## src/rtl/dmc_pkg.sv

```systemverilog
package dmc_pkg;
   typedef enum logic [1:0] {
      ST_IDLE   = 2'd0,
      ST_LOOKUP = 2'd1,
      ST_FILL   = 2'd2,
      ST_RESP   = 2'd3
   } dmc_state_e;
endpackage

```

## src/rtl/dmc_tag_store.sv

```systemverilog
module dmc_tag_store #(
   parameter int TAG_W = 25,
   parameter int IDX_W = 2,
   localparam int LINES = 1 << IDX_W
) (
   input  logic             clk,
   input  logic             rst_n,
   input  logic [IDX_W-1:0] lk_idx,
   input  logic [TAG_W-1:0] lk_tag,
   output logic             hit,
   input  logic             inst_en,
   input  logic [IDX_W-1:0] inst_idx,
   input  logic [TAG_W-1:0] inst_tag
);
   logic [LINES-1:0] line_hit;

   for (genvar g = 0; g < LINES; g++) begin : g_line
      logic             v_q;
      logic [TAG_W-1:0] t_q;
      always_ff @(posedge clk) begin
         if (!rst_n) begin
            v_q <= 1'b0;
            t_q <= '0;
         end else if (inst_en && inst_idx == IDX_W'(g)) begin
            v_q <= 1'b1;
            t_q <= inst_tag;
         end
      end
      assign line_hit[g] = v_q && (t_q == lk_tag);
   end

   assign hit = line_hit[lk_idx];

   AST_INSTALL_HITS: assert property (@(posedge clk) disable iff (!rst_n)
      (inst_en && lk_idx == inst_idx && lk_tag == inst_tag) |=> hit);
endmodule

```

## src/rtl/dmc_data_store.sv

```systemverilog
module dmc_data_store #(
   parameter int WORD_W = 32,
   parameter int IDX_W  = 2,
   parameter int WSEL_W = 3,
   localparam int ENTRIES = 1 << (IDX_W + WSEL_W)
) (
   input  logic              clk,
   input  logic              wr_en,
   input  logic [IDX_W-1:0]  wr_idx,
   input  logic [WSEL_W-1:0] wr_wsel,
   input  logic [WORD_W-1:0] wr_data,
   input  logic [IDX_W-1:0]  rd_idx,
   input  logic [WSEL_W-1:0] rd_wsel,
   output logic [WORD_W-1:0] rd_data
);
   logic [WORD_W-1:0] mem_q [ENTRIES];

   always_ff @(posedge clk) begin
      if (wr_en) mem_q[{wr_idx, wr_wsel}] <= wr_data;
   end

   assign rd_data = mem_q[{rd_idx, rd_wsel}];
endmodule

```

## src/rtl/dmc_ctrl.sv

```systemverilog
module dmc_ctrl
   import dmc_pkg::*;
#(
   parameter int WSEL_W = 3,
   localparam int BEATS = 1 << WSEL_W
) (
   input  logic              clk,
   input  logic              rst_n,
   input  logic              cpu_req,
   input  logic              hit,
   input  logic              mem_rd_ready,
   output logic              accept,
   output logic              cpu_wait,
   output logic              cpu_rvalid,
   output logic              mem_rd_valid,
   output logic [WSEL_W-1:0] beat,
   output logic              fill_we,
   output logic              install
);
   dmc_state_e st_q, st_d;
   logic [WSEL_W-1:0] beat_q;
   logic              last_beat;

   assign last_beat    = (beat_q == WSEL_W'(BEATS - 1));
   assign accept       = (st_q == ST_IDLE) && cpu_req;
   assign cpu_wait     = (st_q == ST_LOOKUP) || (st_q == ST_FILL);
   assign cpu_rvalid   = (st_q == ST_RESP);
   assign mem_rd_valid = (st_q == ST_FILL);
   assign fill_we      = mem_rd_valid && mem_rd_ready;
   assign install      = fill_we && last_beat;
   assign beat         = beat_q;

   always_comb begin
      st_d = st_q;
      unique case (st_q)
         ST_IDLE:   if (cpu_req) st_d = ST_LOOKUP;
         ST_LOOKUP: st_d = hit ? ST_RESP : ST_FILL;
         ST_FILL:   if (install) st_d = ST_RESP;
         ST_RESP:   st_d = ST_IDLE;
         default:   st_d = ST_IDLE;
      endcase
   end

   always_ff @(posedge clk) begin
      if (!rst_n) begin
         st_q   <= ST_IDLE;
         beat_q <= '0;
      end else begin
         st_q <= st_d;
         if (fill_we) beat_q <= last_beat ? '0 : beat_q + 1'b1;
      end
   end

   AST_ACCEPT_RAISES_WAIT: assert property (@(posedge clk) disable iff (!rst_n)
      accept |=> cpu_wait);
   AST_RVALID_SINGLE: assert property (@(posedge clk) disable iff (!rst_n)
      cpu_rvalid |=> (!cpu_rvalid && !cpu_wait));
   AST_HIT_ONE_WAIT: assert property (@(posedge clk) disable iff (!rst_n)
      (cpu_wait && !mem_rd_valid && hit) |=> cpu_rvalid);
   AST_BEAT_HELD: assert property (@(posedge clk) disable iff (!rst_n)
      (mem_rd_valid && !mem_rd_ready) |=> (mem_rd_valid && $stable(beat)));
endmodule

```

## src/rtl/dm_read_cache.sv

```systemverilog
module dm_read_cache #(
   parameter int ADDR_W     = 32,
   parameter int WORD_W     = 32,
   parameter int LINE_BYTES = 32,
   parameter int NUM_LINES  = 4
) (
   input  logic              clk,
   input  logic              rst_n,
   input  logic              cpu_req,
   input  logic [ADDR_W-1:0] cpu_addr,
   output logic              cpu_wait,
   output logic              cpu_rvalid,
   output logic [WORD_W-1:0] cpu_rdata,
   output logic              mem_rd_valid,
   output logic [ADDR_W-1:0] mem_rd_addr,
   input  logic              mem_rd_ready,
   input  logic [WORD_W-1:0] mem_rd_data
);
   localparam int OFF_W  = $clog2(LINE_BYTES);
   localparam int IDX_W  = $clog2(NUM_LINES);
   localparam int TAG_W  = ADDR_W - OFF_W - IDX_W;
   localparam int BSEL_W = $clog2(WORD_W / 8);
   localparam int WSEL_W = OFF_W - BSEL_W;

   initial begin : p_param_chk
      AST_PARAM_LINE_POW2: assert ((1 << OFF_W) == LINE_BYTES);
      AST_PARAM_LINES_POW2: assert ((1 << IDX_W) == NUM_LINES);
      AST_PARAM_WORD_BYTES: assert (WORD_W % 8 == 0 && (8 << BSEL_W) == WORD_W);
      AST_PARAM_TAG_WIDTH: assert (TAG_W > 0 && WSEL_W > 0);
   end

   logic [ADDR_W-1:0] addr_q;
   logic [TAG_W-1:0]  a_tag;
   logic [IDX_W-1:0]  a_idx;
   logic [WSEL_W-1:0] a_wsel;
   logic              hit, accept, fill_we, install;
   logic [WSEL_W-1:0] beat;

   always_ff @(posedge clk) begin
      if (!rst_n)      addr_q <= '0;
      else if (accept) addr_q <= cpu_addr;
   end

   assign a_tag  = addr_q[ADDR_W-1 -: TAG_W];
   assign a_idx  = addr_q[OFF_W +: IDX_W];
   assign a_wsel = addr_q[BSEL_W +: WSEL_W];
   assign mem_rd_addr = {addr_q[ADDR_W-1:OFF_W], beat, {BSEL_W{1'b0}}};

   dmc_ctrl #(.WSEL_W(WSEL_W)) u_ctrl (
      .clk         (clk),
      .rst_n       (rst_n),
      .cpu_req     (cpu_req),
      .hit         (hit),
      .mem_rd_ready(mem_rd_ready),
      .accept      (accept),
      .cpu_wait    (cpu_wait),
      .cpu_rvalid  (cpu_rvalid),
      .mem_rd_valid(mem_rd_valid),
      .beat        (beat),
      .fill_we     (fill_we),
      .install     (install)
   );

   dmc_tag_store #(.TAG_W(TAG_W), .IDX_W(IDX_W)) u_tags (
      .clk     (clk),
      .rst_n   (rst_n),
      .lk_idx  (a_idx),
      .lk_tag  (a_tag),
      .hit     (hit),
      .inst_en (install),
      .inst_idx(a_idx),
      .inst_tag(a_tag)
   );

   dmc_data_store #(.WORD_W(WORD_W), .IDX_W(IDX_W), .WSEL_W(WSEL_W)) u_data (
      .clk    (clk),
      .wr_en  (fill_we),
      .wr_idx (a_idx),
      .wr_wsel(beat),
      .wr_data(mem_rd_data),
      .rd_idx (a_idx),
      .rd_wsel(a_wsel),
      .rd_data(cpu_rdata)
   );

   AST_MISS_STARTS_FILL: assert property (@(posedge clk) disable iff (!rst_n)
      (cpu_wait && !mem_rd_valid && !hit) |=> mem_rd_valid);
   AST_ADDR_FROZEN_BUSY: assert property (@(posedge clk) disable iff (!rst_n)
      cpu_wait |=> $stable(addr_q));
   AST_NO_BEATS_IDLE: assert property (@(posedge clk) disable iff (!rst_n)
      mem_rd_valid |-> cpu_wait);
endmodule

```

## config.mk

```make
export PLATFORM = sky130hd
export DESIGN_NAME = dm_read_cache
export DESIGN_NICKNAME = d
export VERILOG_FILES = /design/src/rtl/dmc_pkg.sv /design/src/rtl/dmc_tag_store.sv /design/src/rtl/dmc_data_store.sv /design/src/rtl/dmc_ctrl.sv /design/src/rtl/dm_read_cache.sv
export SDC_FILE = /design/constraint.sdc
export NUM_CORES = 1
export LEC_CHECK = 0
export ABC_AREA = 1
export BUFFER_PORTS_ARGS = -buffer_cell sky130_fd_sc_hd__buf_4
export CELL_PAD_IN_SITES_DETAIL_PLACEMENT = 1
export CELL_PAD_IN_SITES_GLOBAL_PLACEMENT = 1
export CORE_MARGIN = 2
export CORE_UTILIZATION = 45
export DETAILED_ROUTE_END_ITERATION = 16
export PLACE_DENSITY = 0.81
export SLEW_MARGIN = 20
export SYNTH_ARGS = -nofsm -noshare
export SYNTH_HDL_FRONTEND = slang
export SYNTH_HIERARCHICAL = 1
export SYNTH_SLANG_ARGS = --single-unit
```

## constraint.sdc

```tcl
create_clock -name clk -period 3 [get_ports clk]
set_input_delay 0.6 -clock clk [delete_from_list [all_inputs] [get_ports clk]]
set_output_delay 0.6 -clock clk [all_outputs]
set_load 0.1 [all_outputs]
```

==> flow_summary.yaml, run 1 <==
sta:
  final-max-slew-violation-count: 0
  final-hold-violation-count: 0
  fin_crit_sh_pct: 114
  relSlewSlack_pct: 48.7
  timing.fmax_mhz: 293
  holdWs_ns: 0.170
  clock_skew_ns: 0.0299
  period_minus_slack_ns: 3.42
  setup_viol: 32
  layout_setup_ws_ns: -0.417
  fin_tns_setup_ns: -8.39
  rsz0062_at_grt: "yes"
  worst_pin_slew_ns: 0.769
floorplanning:
  die_h_um: 333
  die_w_um: 333
  rows: 120
  die_area_um2: 111000
  core_region_area_um2: 107000
  initial_core_util_pct: 45.4
  pin_count: 135
clocking:
  cts.clk_slew.worst_paths_ns: 0.06
  htreeDepth: 3
  clk_path_buf_depth: 3
  cts_buffers: 117
  cts-root-buf: "clkbuf_16"
  cts_tree: "built"
  numClockSinks: 1163
  hold_buffers: 0
  insertion_delay_ns: 0.71
routing:
  antenna_left: 0
  routed_wl_mm: 170
  num_vias: 37307
  first_pass_iters: 6
  wl_per_cell_um: 27.4
  drt_iter0_drc: 3838
  vias_per_cell: 5.99
  drc: 0
critical_path:
  cp-end-kind: "primary output"
  cp_data_arrival_time_ns: 2.82
  path_buf_inv: 4
  worstPathRequired_ns: 2.40
  critPathKind: "flip-flop to primary output"
  path_common_cell: "nand2_1"
  cp_max_fo: 17
  cp-start-kind: "flip-flop"
  crit_chain: "buf_12, buf_16, buf_16, nand2_1, nand3_1, nand3_1, nand2_1, nand2_1, nand2_1, nand2_1, nand2_4, buf_12"
  cp_top_family: "simple AND/OR/NAND/NOR gates"
  slowest_stage: "dfxtp_4"
  crit_path_max_incr_delay_ns: 0.37
synth:
  netlist_area_um2: 48700
  synth_top_area_share_pct: 63.2
  postSynthAreaPerCell_um2: 10.7
  synth_cells: 4554
  synthDistinctLibCells: 27
  post-synth-top-count-cell: "nand2_1"
  ys_ff_latch: 1163
  async_reset_ff_share_pct: 0
  netlist_top_cells_area: "edfxtp_1 (63%), nand2_1 (13%), nand3_1 (8.2%), dfxtp_1 (5.7%), nor2_1 (1.7%)"
  synth_seq_area_share_pct: 68.9
  synth_edf_count: 1024
  synth_top_cell_by_area: "edfxtp_1"
  yosys_warnings: 6
  ys.flop_type: "edfxtp_1"
  synthTopCellsByCount: "nand2_1 (1674), edfxtp_1 (1024), nand3_1 (802), nor2_1 (221), inv_1 (143)"
finish:
  drive_above_1_share_pct: 13.6
  nNetsFinal: 4806
  area_delta_synth_final_pct: 17.7
  utilization_pct: 53.4
  fillers: 11237
placement:
  port_buffers: 130
  hpwl_mm: 89.6
  gp_congestion: 0.781
  pre_cts_ws_ns: 0.177
hold_path:
  hp-class: "input pin to flip-flop"
grt:
  grtUsageTotal_pct: 28.8
  antenna_found_initial: 2
  grt_first_pass_wirelength_mm: 241
  grt_max_degree: 73
  grt_pass1_vias: 38787
  grt-ovfl-total: 0
pwr:
  ir_worst_vdd_v: 0.000792
  p_leak_nw: 21.6
  p_per_area_nw_per_um2: 873
outcome:
  violations: "negative setup slack"
  status: "finished with violations"
run:
  drv_cap: 0
area by class of cell:
class / instances / area [um2] / share of cell area, %
timing repair inverter: 3 / 37.5 / 0.0655
multi-input combinational: 2955 / 13200 / 23.0
tap: 1403 / 1760 / 3.06
sequential: 1163 / 33500 / 58.6
antenna: 2 / 5.00 / 0.00874
inverter: 149 / 608 / 1.06
clock inverter: 66 / 561 / 0.978
clock buffer: 147 / 3100 / 5.41
timing repair buffer: 342 / 4490 / 7.83
per-layer routing:
metal / global-route usage (%) / vias up / wire (um)
met4: 14.3 / 2 / 9450
li1: - / 15815 / -
met3: 4.55 / 583 / 16700
met1: 35.8 / 18641 / 61700
met2: 48.8 / 2266 / 82600
met5: 0 / - / 9
per-stage QoR:
step / cells / cell area, um2 / total power, mW
global placement: 5966 / 51700 / 32.1
finish: 6230 / 57300 / 50.0
global route: 6228 / 57300 / 51.5
floorplan: 4555 / 48900 / 28.6
CTS: 6202 / 56300 / 48.5
detailed placement: 5966 / 51700 / 32.7
worst reg2reg max path, cell delays in order (launching register included):
cell and delay [ns]:
dfxtp_4 0.42, buf_12 0.42, nand3_1 0.57, nor2_4 0.26
buf_4 0.53
final timing paths:
| path | from | to | slack (ns) | cells after the start |
|---|---|---|---|---|
| worst max-delay path | addr_q[2] | cpu_rdata[25] | -0.42 | 12 |
| worst max register to register | addr_q[5] | u_data/mem_q[13][28] | 0.38 | 4 |
| worst min register to register | u_tags/g_line[3].v_q | u_tags/g_line[3].v_q | 0.46 | 2 |
| worst min-delay path | cpu_addr[16] | addr_q[16] | 0.17 | 5 |
timing repair:
action,in CTS,in global routing
setup buffers,12,8
pin swaps,5,8
cloned,11,19
resized for setup,139,111
setup endpoints to repair,32,32
placed cells by master (no fill, tap or decap), types with 8 or more instances in the layout:
master / synthesis / layout
a21oi_1: 72 / 72
buf_12: 0 / 79
buf_16: 0 / 24
buf_4: 56 / 205
buf_6: 69 / 9
bufinv_16: 0 / 8
clkbuf_1: 45 / 25
clkbuf_16: 0 / 134
clkinv_1: 0 / 24
clkinv_2: 0 / 23
dfxtp_1: 139 / 134
edfxtp_1: 1024 / 1024
inv_1: 143 / 140
nand2_1: 1674 / 1619
nand2_2: 1 / 44
nand2_4: 0 / 12
nand3_1: 802 / 770
nand3_2: 1 / 33
nor2_1: 221 / 189
nor2_2: 11 / 11
nor2_4: 0 / 32
o21ai_0: 136 / 136
xor2_1: 19 / 19
kinds of logic (layout without fill, tap and decap cells):
group                    Yosys count  in the layout  share of synthesized area, %
AND/OR/NAND/NOR                 2712           2712                          23.1
flip-flops                      1163           1163                          68.9
buffers and inverters            437            707                          5.28
AO/OA/AOI/OAI                    210            210                          2.17
XOR/XNOR                          24             24                         0.432
adder cells (fa/ha/maj)            7              7                         0.180
other                              1              4                       0.00770
flip-flops by register name (all words and copies together) (netlist names):
name	cells
addr_q	30
u_ctrl/beat	3
u_ctrl/st_q	2
u_data/mem_q	1024
u_tags/g_line.t_q	100
u_tags/g_line.v_q	4
power by group:
part / switching, mW / total [mW] / internal [mW]
clock network: 6.43 / 14.4 / 7.99
logic: 12.0 / 17.3 / 5.33
registers: 0.451 / 18.3 / 17.8
(Power assumes the default switching activity.)
==> run 2: changes to the inputs <==
--- a/config.mk
+++ b/config.mk
@@ -10,9 +10,9 @@
 export CELL_PAD_IN_SITES_DETAIL_PLACEMENT = 1
 export CELL_PAD_IN_SITES_GLOBAL_PLACEMENT = 1
 export CORE_MARGIN = 2
-export CORE_UTILIZATION = 45
+export CORE_UTILIZATION = 25
 export DETAILED_ROUTE_END_ITERATION = 16
-export PLACE_DENSITY = 0.81
+export PLACE_DENSITY = 0.56
 export SLEW_MARGIN = 20
 export SYNTH_ARGS = -nofsm -noshare
 export SYNTH_HDL_FRONTEND = slang
==> run 2 against run 1 <==
The run still ends with negative setup slack left. Final area rose by 7.2%. First-iteration DRC count is 38% lower. Wire length is 0.17% lower. Non-clock buffer count rose by 51. Via count is 6.9% lower. Sequential share of layout area is 3.9 points lower. Clock power is 15% higher. Hold slack lost 0.065 ns.
==> flow_summary.yaml, run 2 (synthesis gave the netlist of run 1 again) <==
sta:
  final-hold-violation-count: 0
  clock_skew_ns: 0.0500
  timing.fmax_mhz: 303
  worst_pin_slew_ns: 0.661
  period_minus_slack_ns: 3.30
  rsz0062_at_grt: "yes"
  setup_viol: 32
  final-max-slew-violation-count: 0
  layout_setup_ws_ns: -0.295
  fin_crit_sh_pct: 110
  relSlewSlack_pct: 55.9
placement:
  dp.cells: 7082
  gp_congestion: 0.739
  hpwl_mm: 88.3
  port_buffers: 130
grt:
  grt_first_pass_wirelength_mm: 242
  grt_max_degree: 72
  grt-ovfl-total: 0
  antenna_found_initial: 8
  grtUsageTotal_pct: 16.6
  grt_pass1_vias: 35345
finish:
  drive_above_1_share_pct: 17.6
  final_cell_mix: "nand2_1 (1538), edfxtp_1 (1024), nand3_1 (717)"
  regMostFlops: "u_data/mem_q"
  final_common_cell: "nand2_1"
  nNetsFinal: 4882
  stdcell_count: 7445
  area_delta_synth_final_pct: 26.1
  reg_top3: "u_data/mem_q x1024, u_tags/g_line.t_q x100, addr_q x30"
  largest_reg_flops: 1024
floorplanning:
  pin_count: 135
  initial_core_util_pct: 25.2
  die_area_um2: 198000
  die_h_um: 445
  die_w_um: 445
  rows: 161
  core_region_area_um2: 193000
clocking:
  numClockSinks: 1163
  cts_buffers: 139
  cts-root-buf: "clkbuf_16"
  cts.clk_slew.worst_paths_ns: 0.06
  htreeDepth: 4
  insertion_delay_ns: 0.79
  cts_tree: "built"
  clk_path_buf_depth: 3
  hold_buffers: 0
critical_path:
  cp_data_arrival_time_ns: 2.70
  critPathKind: "flip-flop to primary output"
  worstRegToRegCells: 4
  cp_max_fo: 17
  worstPathRequired_ns: 2.40
  cp-end-kind: "primary output"
  cp-start-kind: "flip-flop"
hold_path:
  hold_depth: 5
  hp-class: "input pin to flip-flop"
pwr:
  internal-power_mw: 33.8
  p_leak_nw: 22.8
  p_per_area_nw_per_um2: 869
  seq_power_share_pct: 34.3
  pwr-share-comb_pct: 34.7
  sw_frac_of_total_pct: 36.8
  p_total_mw: 53.4
  clkPwrFrac_pct: 31.0
  p_sw_mw: 19.6
  ir_worst_vdd_v: 0.000633
run:
  drv_cap: 0
routing:
  drc: 0
  first_pass_iters: 7
  drt_iter0_drc: 2390
  wl_per_cell_um: 22.9
  vias_per_cell: 4.67
  num_vias: 34738
  antenna_left: 0
  routed_wl_mm: 170
outcome:
  status: "finished with violations"
  violations: "negative setup slack"
run 2: what timing repair did:
action,4_1_cts,5_1_grt
endpoints found under the setup margin,32,32
buffers inserted,36,10
endpoints found under the hold margin,0,0
pin swaps,37,106
resized for setup,275,176
cloned,38,30
run 2: metal layers:
layer	global-route usage (%)	up-vias	share of wire [%]
met5	0	-	0.012
met3	2.89	245	5.0
met4	5.13	4	3.0
li1	-	16039	-
met2	28.4	754	49
met1	21.3	17696	43
run 2: metrics by stage:
stage          area [um2]  hold WS [ns]  setup TNS [ns]  setup WS, ns  util, %
3_5_place_dp        53100         0.451               0         0.109     27.5
6_report            61400         0.105           -7.77        -0.295     31.8
2_1_floorplan       48900         0.431               0       0.00476        -
5_1_grt             61400        0.0944          -11.60        -0.413     31.8
3_3_place_gp        53100         0.440               0         0.111     27.5
4_1_cts             60000        0.0487           -9.40        -0.360     31.1
run 2: worst max-delay path, cell delays in order, from the launching register on:
cell       delay, ns
dfxtp_4         0.37
buf_12          0.17
buf_8           0.17
inv_16          0.11
clkbuf_16       0.20
nand2_1         0.06
nand3_1         0.06
nand3_1         0.08
nand2_1         0.08
nand2_1         0.05
nand2_1         0.10
nand2_1         0.10
nand2_2         0.13
buf_12          0.18
run 2: cell type report:
cell class,count,area (um2)
tap,2526,3160
multi-input combinational,2955,13700
inverter,149,608
sequential,1163,33600
clock inverter,65,732
clock buffer,183,3690
fill,21271,132000
timing repair inverter,6,88.8
timing repair buffer,393,5840
antenna,5,12.5
run 2: path summary, 6_finish.rpt:
check	from	slack, ns	end
worst max-delay path	addr_q[2]	-0.30	cpu_rdata[26]
worst min-delay path	cpu_addr[18]	0.10	addr_q[18]
worst max register to register	addr_q[5]	0.48	u_data/mem_q[10][27]
worst min register to register	u_tags/g_line[3].v_q	0.45	u_tags/g_line[3].v_q
run 2: power by group through the flow:
stage / sequential [mW] / clock [mW] / combinational [mW]
finish: 18.3 / 16.6 / 18.5
global route: 18.3 / 17.6 / 19.8
CTS: 18.3 / 16.9 / 17.6
detailed placement: 18.7 / 0 / 14.3
global placement: 18.7 / 0 / 14.2
floorplan: 18.5 / 0 / 10.1
